--- src/rtl/epc_pkg.sv ---
// Package: shared action codes for the dual-channel edge pulse counter.
// Assumes 2-bit mode fields; code 3 is treated as the neutral action.
package epc_pkg;

    typedef enum logic [1:0] {
        EDGE_HOLD = 2'd0,
        EDGE_INC  = 2'd1,
        EDGE_DEC  = 2'd2,
        EDGE_RSV  = 2'd3
    } edge_act_e;

    typedef enum logic [1:0] {
        LVL_PASS   = 2'd0,
        LVL_INVERT = 2'd1,
        LVL_BLOCK  = 2'd2,
        LVL_RSV    = 2'd3
    } lvl_act_e;

endpackage

--- src/rtl/epc_input_filter.sv ---
// Module: epc_input_filter
// Synchronizes one raw input and accepts a new level only once the
// synchronized value has differed from the accepted level for flt_len
// consecutive cycles. flt_len == 0 passes the synchronized value through.
// Assumes SYNC_STAGES >= 2 and a raw input asynchronous to clk.
module epc_input_filter #(
    parameter int SYNC_STAGES = 2,
    parameter int LEN_W       = 10
) (
    input  logic             clk,
    input  logic             rst_n,
    input  logic             raw,
    input  logic [LEN_W-1:0] flt_len,
    output logic             level
);

    logic [SYNC_STAGES-1:0] sync_q;
    logic [LEN_W-1:0]       run_q;
    logic [LEN_W-1:0]       run_nxt;
    logic                   sync_out;

    assign sync_out = sync_q[SYNC_STAGES-1];
    assign run_nxt  = run_q + LEN_W'(1);

    // Shift the raw input through the synchronizer chain.
    always_ff @(posedge clk) begin
        if (!rst_n) begin
            sync_q <= '0;
        end else begin
            sync_q <= {sync_q[SYNC_STAGES-2:0], raw};
        end
    end

    // Count the cycles a differing level has persisted and accept it at the limit.
    always_ff @(posedge clk) begin
        if (!rst_n) begin
            level <= 1'b0;
            run_q <= '0;
        end else if (flt_len == '0) begin
            level <= sync_out;
            run_q <= '0;
        end else if (sync_out == level) begin
            run_q <= '0;
        end else if (run_nxt >= flt_len) begin
            level <= sync_out;
            run_q <= '0;
        end else begin
            run_q <= run_nxt;
        end
    end

endmodule

--- src/rtl/epc_chan_step.sv ---
// Module: epc_chan_step
// Detects edges on one filtered signal and turns them into a step of
// -1, 0 or +1, using the edge codes and the modifier code picked by
// the filtered control level. Assumes the inputs are already filtered.
module epc_chan_step
    import epc_pkg::*;
(
    input  logic              clk,
    input  logic              rst_n,
    input  logic              sig,
    input  logic              ctl,
    input  logic [1:0]        rise_mode,
    input  logic [1:0]        fall_mode,
    input  logic [1:0]        hi_mode,
    input  logic [1:0]        lo_mode,
    output logic signed [1:0] step
);

    logic      sig_prev;
    logic      rise_ev;
    logic      fall_ev;
    edge_act_e edge_act;
    lvl_act_e  lvl_act;
    logic signed [1:0] raw_step;

    // Remember the previous filtered level for edge detection.
    always_ff @(posedge clk) begin
        if (!rst_n) begin
            sig_prev <= 1'b0;
        end else begin
            sig_prev <= sig;
        end
    end

    assign rise_ev = sig & ~sig_prev;
    assign fall_ev = ~sig & sig_prev;

    // Pick the edge action and the control-level modifier.
    always_comb begin
        if (rise_ev) begin
            edge_act = edge_act_e'(rise_mode);
        end else if (fall_ev) begin
            edge_act = edge_act_e'(fall_mode);
        end else begin
            edge_act = EDGE_HOLD;
        end
        lvl_act = ctl ? lvl_act_e'(hi_mode) : lvl_act_e'(lo_mode);
    end

    // Map the edge action to a signed step before the modifier.
    always_comb begin
        case (edge_act)
            EDGE_INC: raw_step = 2'sd1;
            EDGE_DEC: raw_step = -2'sd1;
            default:  raw_step = 2'sd0;
        endcase
    end

    // Apply the modifier: pass, invert or block.
    always_comb begin
        case (lvl_act)
            LVL_INVERT: step = -raw_step;
            LVL_BLOCK:  step = 2'sd0;
            default:    step = raw_step;
        endcase
    end

endmodule

--- src/rtl/epc_accum.sv ---
// Module: epc_accum
// Adds the two channel steps into a wrapping two's-complement count.
// A synchronous clear wins over any step in the same cycle.
// Assumes CNT_W >= 4.
module epc_accum #(
    parameter int CNT_W = 16
) (
    input  logic                    clk,
    input  logic                    rst_n,
    input  logic                    clr,
    input  logic signed [1:0]       step_a,
    input  logic signed [1:0]       step_b,
    output logic signed [CNT_W-1:0] count
);

    logic [2:0]       net;
    logic [CNT_W-1:0] net_ext;

    assign net     = {step_a[1], step_a} + {step_b[1], step_b};
    assign net_ext = {{(CNT_W-3){net[2]}}, net};

    // Update the count: reset and clear to zero, otherwise add the net step.
    always_ff @(posedge clk) begin
        if (!rst_n) begin
            count <= '0;
        end else if (clr) begin
            count <= '0;
        end else begin
            count <= count + net_ext;
        end
    end

endmodule

--- src/rtl/dual_edge_counter.sv ---
// Module: dual_edge_counter (top)
// Two-channel edge pulse counter with a shared signed count.
// Each of the four raw inputs is synchronized and glitch-filtered. Each
// channel's edges map to hold/increment/decrement, adjusted by its
// control level. Mode fields are 2 bits per channel, channel c at [2c+1:2c].
module dual_edge_counter #(
    parameter int CNT_W       = 16,
    parameter int FLT_W       = 10,
    parameter int SYNC_STAGES = 2
) (
    input  logic                    clk,
    input  logic                    rst_n,
    input  logic                    clr,
    input  logic [1:0]              sig_in,
    input  logic [1:0]              ctl_in,
    input  logic [FLT_W-1:0]        flt_len,
    input  logic [3:0]              rise_mode,
    input  logic [3:0]              fall_mode,
    input  logic [3:0]              ctl_hi_mode,
    input  logic [3:0]              ctl_lo_mode,
    output logic signed [CNT_W-1:0] count
);

    localparam int NUM_CH  = 2;
    localparam int NUM_IN  = 2 * NUM_CH;

    logic [NUM_IN-1:0] raw_all;
    logic [NUM_IN-1:0] flt_all;
    logic [NUM_CH-1:0] sig_f;
    logic [NUM_CH-1:0] ctl_f;
    logic signed [1:0] step [NUM_CH];

    assign raw_all = {ctl_in, sig_in};
    assign sig_f   = flt_all[NUM_CH-1:0];
    assign ctl_f   = flt_all[NUM_IN-1:NUM_CH];

    // One synchronizer and filter per raw input.
    for (genvar i = 0; i < NUM_IN; i++) begin : g_in
        epc_input_filter #(
            .SYNC_STAGES(SYNC_STAGES),
            .LEN_W      (FLT_W)
        ) i_flt (
            .clk    (clk),
            .rst_n  (rst_n),
            .raw    (raw_all[i]),
            .flt_len(flt_len),
            .level  (flt_all[i])
        );
    end

    // One edge decoder per channel.
    for (genvar c = 0; c < NUM_CH; c++) begin : g_ch
        epc_chan_step i_step (
            .clk      (clk),
            .rst_n    (rst_n),
            .sig      (sig_f[c]),
            .ctl      (ctl_f[c]),
            .rise_mode(rise_mode[2*c+1:2*c]),
            .fall_mode(fall_mode[2*c+1:2*c]),
            .hi_mode  (ctl_hi_mode[2*c+1:2*c]),
            .lo_mode  (ctl_lo_mode[2*c+1:2*c]),
            .step     (step[c])
        );
    end

    epc_accum #(
        .CNT_W(CNT_W)
    ) i_acc (
        .clk   (clk),
        .rst_n (rst_n),
        .clr   (clr),
        .step_a(step[0]),
        .step_b(step[1]),
        .count (count)
    );

endmodule

--- config.mk ---
export PLATFORM = sky130hd
export DESIGN_NAME = dual_edge_counter
export DESIGN_NICKNAME = d
export VERILOG_FILES = /design/src/rtl/epc_pkg.sv /design/src/rtl/epc_input_filter.sv /design/src/rtl/epc_chan_step.sv /design/src/rtl/epc_accum.sv /design/src/rtl/dual_edge_counter.sv
export SDC_FILE = /design/constraint.sdc
export NUM_CORES = 1
export LEC_CHECK = 0
export BUFFER_PORTS_ARGS = -buffer_cell sky130_fd_sc_hd__buf_2
export CAP_MARGIN = 20
export CORE_ASPECT_RATIO = 1.75
export CORE_MARGIN = 2
export CORE_UTILIZATION = 59
export CTS_BUF_LIST = sky130_fd_sc_hd__clkbuf_16
export DETAILED_ROUTE_END_ITERATION = 7
export GPL_ROUTABILITY_DRIVEN = 0
export GPL_TIMING_DRIVEN = 0
export PLACE_DENSITY = 0.88
export SLEW_MARGIN = 20
export SYNTH_ARGS = -nofsm -noshare
export SYNTH_HDL_FRONTEND = slang
export SYNTH_SLANG_ARGS = --single-unit
--- constraint.sdc ---
create_clock -name clk -period 5.6 [get_ports clk]
set_clock_uncertainty 0.15 [all_clocks]
set_input_delay 1.12 -clock clk [delete_from_list [all_inputs] [get_ports clk]]
set_output_delay 1.12 -clock clk [all_outputs]
set_load 0.05 [all_outputs]
# == Word-level counts from Yosys, hierarchy flattened ==
# Index checks and enable logic that the tools add are counted.
# word_totals
word_cells,88
register_bits,70
input_bits,33
out_inout_bits,16
# op_classes
eq_ne,16
n_reduce_logical,14
mux,22
n_lt_le_gt_ge,4
add_sub_neg,8
n_bitwise,9
# ops
op,count
$add A10 B1 Y10 const B,4
$ge A10 B10 Y1,4
$add A16 B16 Y16,1
$pmux W2 S2,4
$reduce_or A4 Y1,4
$mux W1,12
$mux W2,6
$logic_not A10 Y1,1
$eq A2 B1 Y1 const B,4
$eq A2 B2 Y1 const B,4
$reduce_and A2 Y1,4
$reduce_bool A2 Y1,4
$ne A2 B2 Y1 const B,3
$not A1 Y1,5
$and A1 B1 Y1,4
$eq A1 B1 Y1,4
$neg A2 Y2,2
$add A2 B2 Y3,1
$ne A2 B1 Y1 const B,1
$reduce_or A2 Y1,1

# == Logic depth before layout (Yosys ltp) ==
# logic_depth
word_depth,10
ltp_mapped,16
mapped_depth_nobuf,15

# == By module ==
# Synthesis repeated with hierarchy kept, for this count alone.
# unflattened
hier_cells,535
hier_area_um2,4844.6
# modules_own_cells
module,seq_area_each_um2,instances,area_per_inst_um2,cells_each
epc_input_filter,260.2,4,827.0,89
epc_accum,320.3,1,1223.7,143
epc_chan_step,20.0,2,156.4,18

# == Least setup slack after synthesis ==
# No wires, ideal clock.
# synth_path
path_type,input to register
start,input port ctl_hi_mode[0]
end,register i_acc.count[15]
required_time_ns,5.388
setup_slack_ns,1.269
setup_time_ns,0.062
path_buffers,0
path_stages,13
arrival_time_ns,4.120
cell_sequence,mux2_2 ha_1 nor2_1 nor2_1 ha_1 fa_1 inv_1 ha_1 a21o_1 a2111oi_4 o211ai_1 or3_1 nand3_1
# synth_via
elab_chain_cells,5
elab_cells_between_ends,6
classes_between,add/sub: 2; eq/ne: 2; mux: 2
# synth_rtl
item,line_no,source
start: declaration,dual_edge_counter.sv:19,"input logic [3:0] ctl_hi_mode,"
$mux W2 *,epc_chan_step.sv:47,lvl_act = ctl ? lvl_act_e'(hi_mode) : lvl_act_e'(lo_mode);
$eq A2 B2 Y1 / $eq A2 B1 Y1 (equally long branches),epc_chan_step.sv:61,case (lvl_act)
$pmux W2 S2 *,epc_chan_step.sv:61,
$add A2 B2 Y3 *,epc_accum.sv:19,"assign net = {step_a[1], step_a} + {step_b[1], step_b};"
$add A16 B16 Y16 *,epc_accum.sv:29,count <= count + net_ext;
end signal: assignment,epc_accum.sv:29,
end: declaration,epc_accum.sv:13,output logic signed [CNT_W-1:0] count
# Every way passes the cells marked *; elsewhere a longest branch is shown, timed or not.
# A chain may end at the register's enable or synchronous reset.

# == Worst setup path after layout ==
# Same ends and word-level chain as after synthesis.

==> summary.md <==
| Metric | Value |
|---|---|
| Sink Count | 70 |
| Power share of the clock group | 0.491 |
| Distinct cells, synth | 56 |
| Max-slew headroom | 0.5114 |
| Critical path startpoint category | primary input |
| Tot GR Track Use | 0.2638 |
| Top FF cell, synth | dfxtp_1 |
| Row count | 42 |
| Gate Count Post-Synth | 498 |
| Post-synthesis sequential area ratio | 0.3097 |
| Kind of capture point of the worst setup path | register |
| Largest net degree at the start of global routing | 15 |
| Switching share of power | 0.2187 |
| Yosys warns | 0 |
| CTS clk-pin slew, worst paths | approximately 50 ps |
| Post-CTS Resized | 0 |
| DR pass1 iterations | 5 |
| Peak supply drop | around 0.19 mV |
| Nets | 659 |
| Fin crit period | 4551 ps |
| Post-Synth Adder-Cell Area | 0.1941 |
| Routed vias/inst | 5.963 |
| Routed WL | 10.49 mm |
| Flop pwr share | 0.456 |
| Die height | roughly 120 um |
| Area Growth Syn to Fin | 13.97% |
| Number of synthesized flops with an enable pin | 0 |
| Internal power | 863.7 uW |
| Critical Path RT | 5730 ps |
| Dpl cells | 634 |
| Crit Path Max Fanout | 14 |
| FILL cells | 589 |
| Pwr dens | 214.4 nW/um2 |
| Clk Latency, worst-skew pair | 340 ps |
| Worst Reg-to-Reg Cells | 13 |
| Post-Syn Area | 4524 um2 |
| Mux cell area share after synthesis | 0.01383 |
| Antenna Cells | 0 |
| CP max stage cell | a2111oi_4 |
| Critical Path AT | approximately 4700 ps |
| Asr flop ratio synth | 0 |
| CTS tree | built |
| R2r endpoint | i_acc.count[15] |
| Drt wl/cell | 16.14 um |
| DP HPWL | 8.072 mm |
| Initial Util | 0.6021 |
| Critical-path cell list | buf_2 > mux2_2 > ha_1 > nor2_1 > nor2_1 > ha_1 > fa_1 > inv_1 > ha_1 > a21o_1 > a2111oi_4 > o211ai_1 > or3_1 > nand3_1 |
| Hold WS | ~280 ps |
| Grt ovf | 0 |
| Maxcap violations | 0 |
| Buffer levels on the longest clock path | 2 |
| Tcrit/Tclk final | 0.8127 |
| P_sw | 241.8 uW |
| Largest family of logic cells by synthesized area | simple AND/OR/NAND/NOR gates |
| Status | completed |
| Critical path type | in2reg |
| Port Buf Inserts | 48 |
| Reg-to-reg startpoint | g_in[2].i_flt.level |
| Max-slew violations | 0 |
| Number of setup buffers added after CTS | 0 |
| DRT antenna net count | 0 |
| Vias in the first global route | 4,098 |
| #FFs+latches synth | 70 |
| Die X | between 70 and 80 um |
| Initial antenna violation count | 0 |
| # DRC | 0 |
| Root Driver | clkbuf_16 |
| Fin. Hold Viols | 0 |
| H-tree levels | 3 |
| Syn_nets | 600 |
| Number of buffers created by CTS | 9 |
| Die Area | 8413 um2 |
| First-pass GRT wire length | 17.63 mm |
| I/O Pins | 49 |
| Synth Area in Simple Gates | 0.2165 |
| FF/Latch Area | between 1000 and 1500 um2 |
| R2R Setup Slk | 1370 ps |
| Comb power frac | 0.052 |
| Pleak | 0.002414 uW |
| Worst path most repeated cell | ha_1 |
| Avg Cell Area, Syn | 9.085 um2 |
| End of the critical path | i_acc.count[15] |
| Share of cells above drive strength 1 | 0.1317 |
| Setup crit start | ctl_hi_mode[0] |
| RSZ-0062 raised after global routing | false |
| Fin cells | 650 |
| Initial DRC Count | 190 |
| Hold Crit Class | reg2reg |
| Final setup TNS | 0 ps |
| Vias | 3,876 |
| Max Clk Rate | 0.2197 GHz |
| CORE AREA | 7515 um2 |
| XOR/XNOR Fraction of Synth Area | 0.08518 |
| Footprint of the multi-input gates | roughly 3000 um2 |
| Measured slew at the worst slew-check pin | 728.0 ps |
| Cts hold-fix bufs | 0 |
| # setup viols final | 0 |
| Compound-Gate Fraction of Synth Area | 0.1540 |
| CP max stage delay | around 450 ps |
-- synthesized netlist by cell type, drive strengths merged (7+ instances only) --
library cell,count,share of area
nor2,33,0.027
a211oi,9,0.016
xnor2,28,0.054
o21ai,18,0.020
inv,25,0.021
nor3b,8,0.013
nor3,8,0.0088
and2,13,0.018
and3,10,0.014
dfxtp,70,0.31
xor2,16,0.031
nand4,10,0.015
a21o,7,0.012
a21oi,24,0.027
o21a,7,0.012
nand3,26,0.029
ha,67,0.19
nand2,24,0.020
nor2b,30,0.041
-- registers in the layout, indices dropped and copies added (netlist names) --
register / flops
g_in.i_flt.run_q: 40
g_in.i_flt.sync_q: 8
g_in.i_flt.level: 4
i_acc.count: 16
g_ch.i_step.sig_prev: 2
-- power groups by stage --
stage | Combinational, uW | Clock [uW] | Sequential, uW
floorplan | 33.5 | 0 | 515
global placement | 53.5 | 0 | 515
detailed placement | 57.0 | 0 | 515
CTS | 57.8 | 553 | 504
global route | 65.7 | 576 | 505
finish | 58.0 | 543 | 504
-- critical path: cells and delay by family --
kind                     cells  cell delay [ps]
AO/OA/AOI/OAI                3              870
adder cells (fa/ha/maj)      4             1350
buffers and inverters        2              510
multiplexers                 1              260
AND/OR/NAND/NOR              4              550
-- layout make-up --
type / count / area share
Inverter: 25 / 0.01820
Sequential cell: 70 / 0.2718
Clock inverter: 7 / 0.01092
Buffer: 6 / 0.005096
Timing Repair Buffer: 48 / 0.04659
Clock buffer: 9 / 0.04368
Multi-Input combinational cell: 397 / 0.5824
Tap cell: 88 / 0.02135
-- how the worst min path moves through the flow --
stage                             from                       to  slack [ps]  cells past startpoint
2_1_floorplan  g_in[0].i_flt.sync_q[0]  g_in[0].i_flt.sync_q[1]         260                      1
3_3_place_gp   g_in[1].i_flt.sync_q[0]  g_in[1].i_flt.sync_q[1]         270                      1
3_5_place_dp   g_in[1].i_flt.sync_q[0]  g_in[1].i_flt.sync_q[1]         270                      1
4_1_cts        g_in[1].i_flt.sync_q[0]  g_in[1].i_flt.sync_q[1]         280                      1
5_1_grt        g_in[1].i_flt.sync_q[0]  g_in[1].i_flt.sync_q[1]         310                      1
6_report       g_in[1].i_flt.sync_q[0]  g_in[1].i_flt.sync_q[1]         280                      1
-- logic make-up (layout without fill, tap and decap cells) --
group	Yosys count	in the layout
and+or+nand+nor	181	181
AOI/OAI and AO/OA	97	97
DFF	70	70
adders and majority gates	69	69
xor gates and xnor gates	44	44
buffers and inverters	31	95
muxes	6	6
-- layout by cell type, fill, tap and decap left out, drive strengths merged, types with 2 or more instances in the layout --
cell	Yosys	routed
a2111oi	2	2
a211oi	9	9
a21o	7	7
a21oi	24	24
a22o	3	3
a22oi	2	2
a31oi	3	3
and2	13	13
and3	10	10
and4	3	3
buf	3	51
clkbuf	3	12
clkinv	0	5
dfxtp	70	70
fa	2	2
ha	67	67
inv	25	26
mux2	2	2
mux2i	4	4
nand2	24	24
nand2b	5	5
nand3	26	26
nand4	10	10
nand4b	3	3
nor2	33	33
nor2b	30	30
nor3	8	8
nor3b	8	8
nor4	3	3
o2111ai	2	2
o211ai	2	2
o21a	7	7
o21ai	18	18
o21bai	3	3
o221ai	2	2
or3	3	3
xnor2	28	28
xor2	16	16
-- through the flow --
step           area [um2]  total power, uW    util  setup slack [ps]
3_3_place_gp         4875            568.4  0.6487             819.8
6_report             5156             1105  0.6861              1049
5_1_grt              5156             1146  0.6861             856.8
3_5_place_dp         4875            572.0  0.6487             737.0
2_1_floorplan        4524            548.0       -              1269
4_1_cts              5156             1115  0.6861              1054
-- layer usage --
metal,wire (um),vias to the layer above,GRT usage,share of wire
met1,3927,1819,0.2527,0.37
met5,0,-,0,0
met3,470,37,0.06213,0.045
li1,-,1918,-,-
met2,5664,102,0.4994,0.54
met4,429,0,0.1502,0.041
No activity file was read; power rests on OpenSTA's default activity.
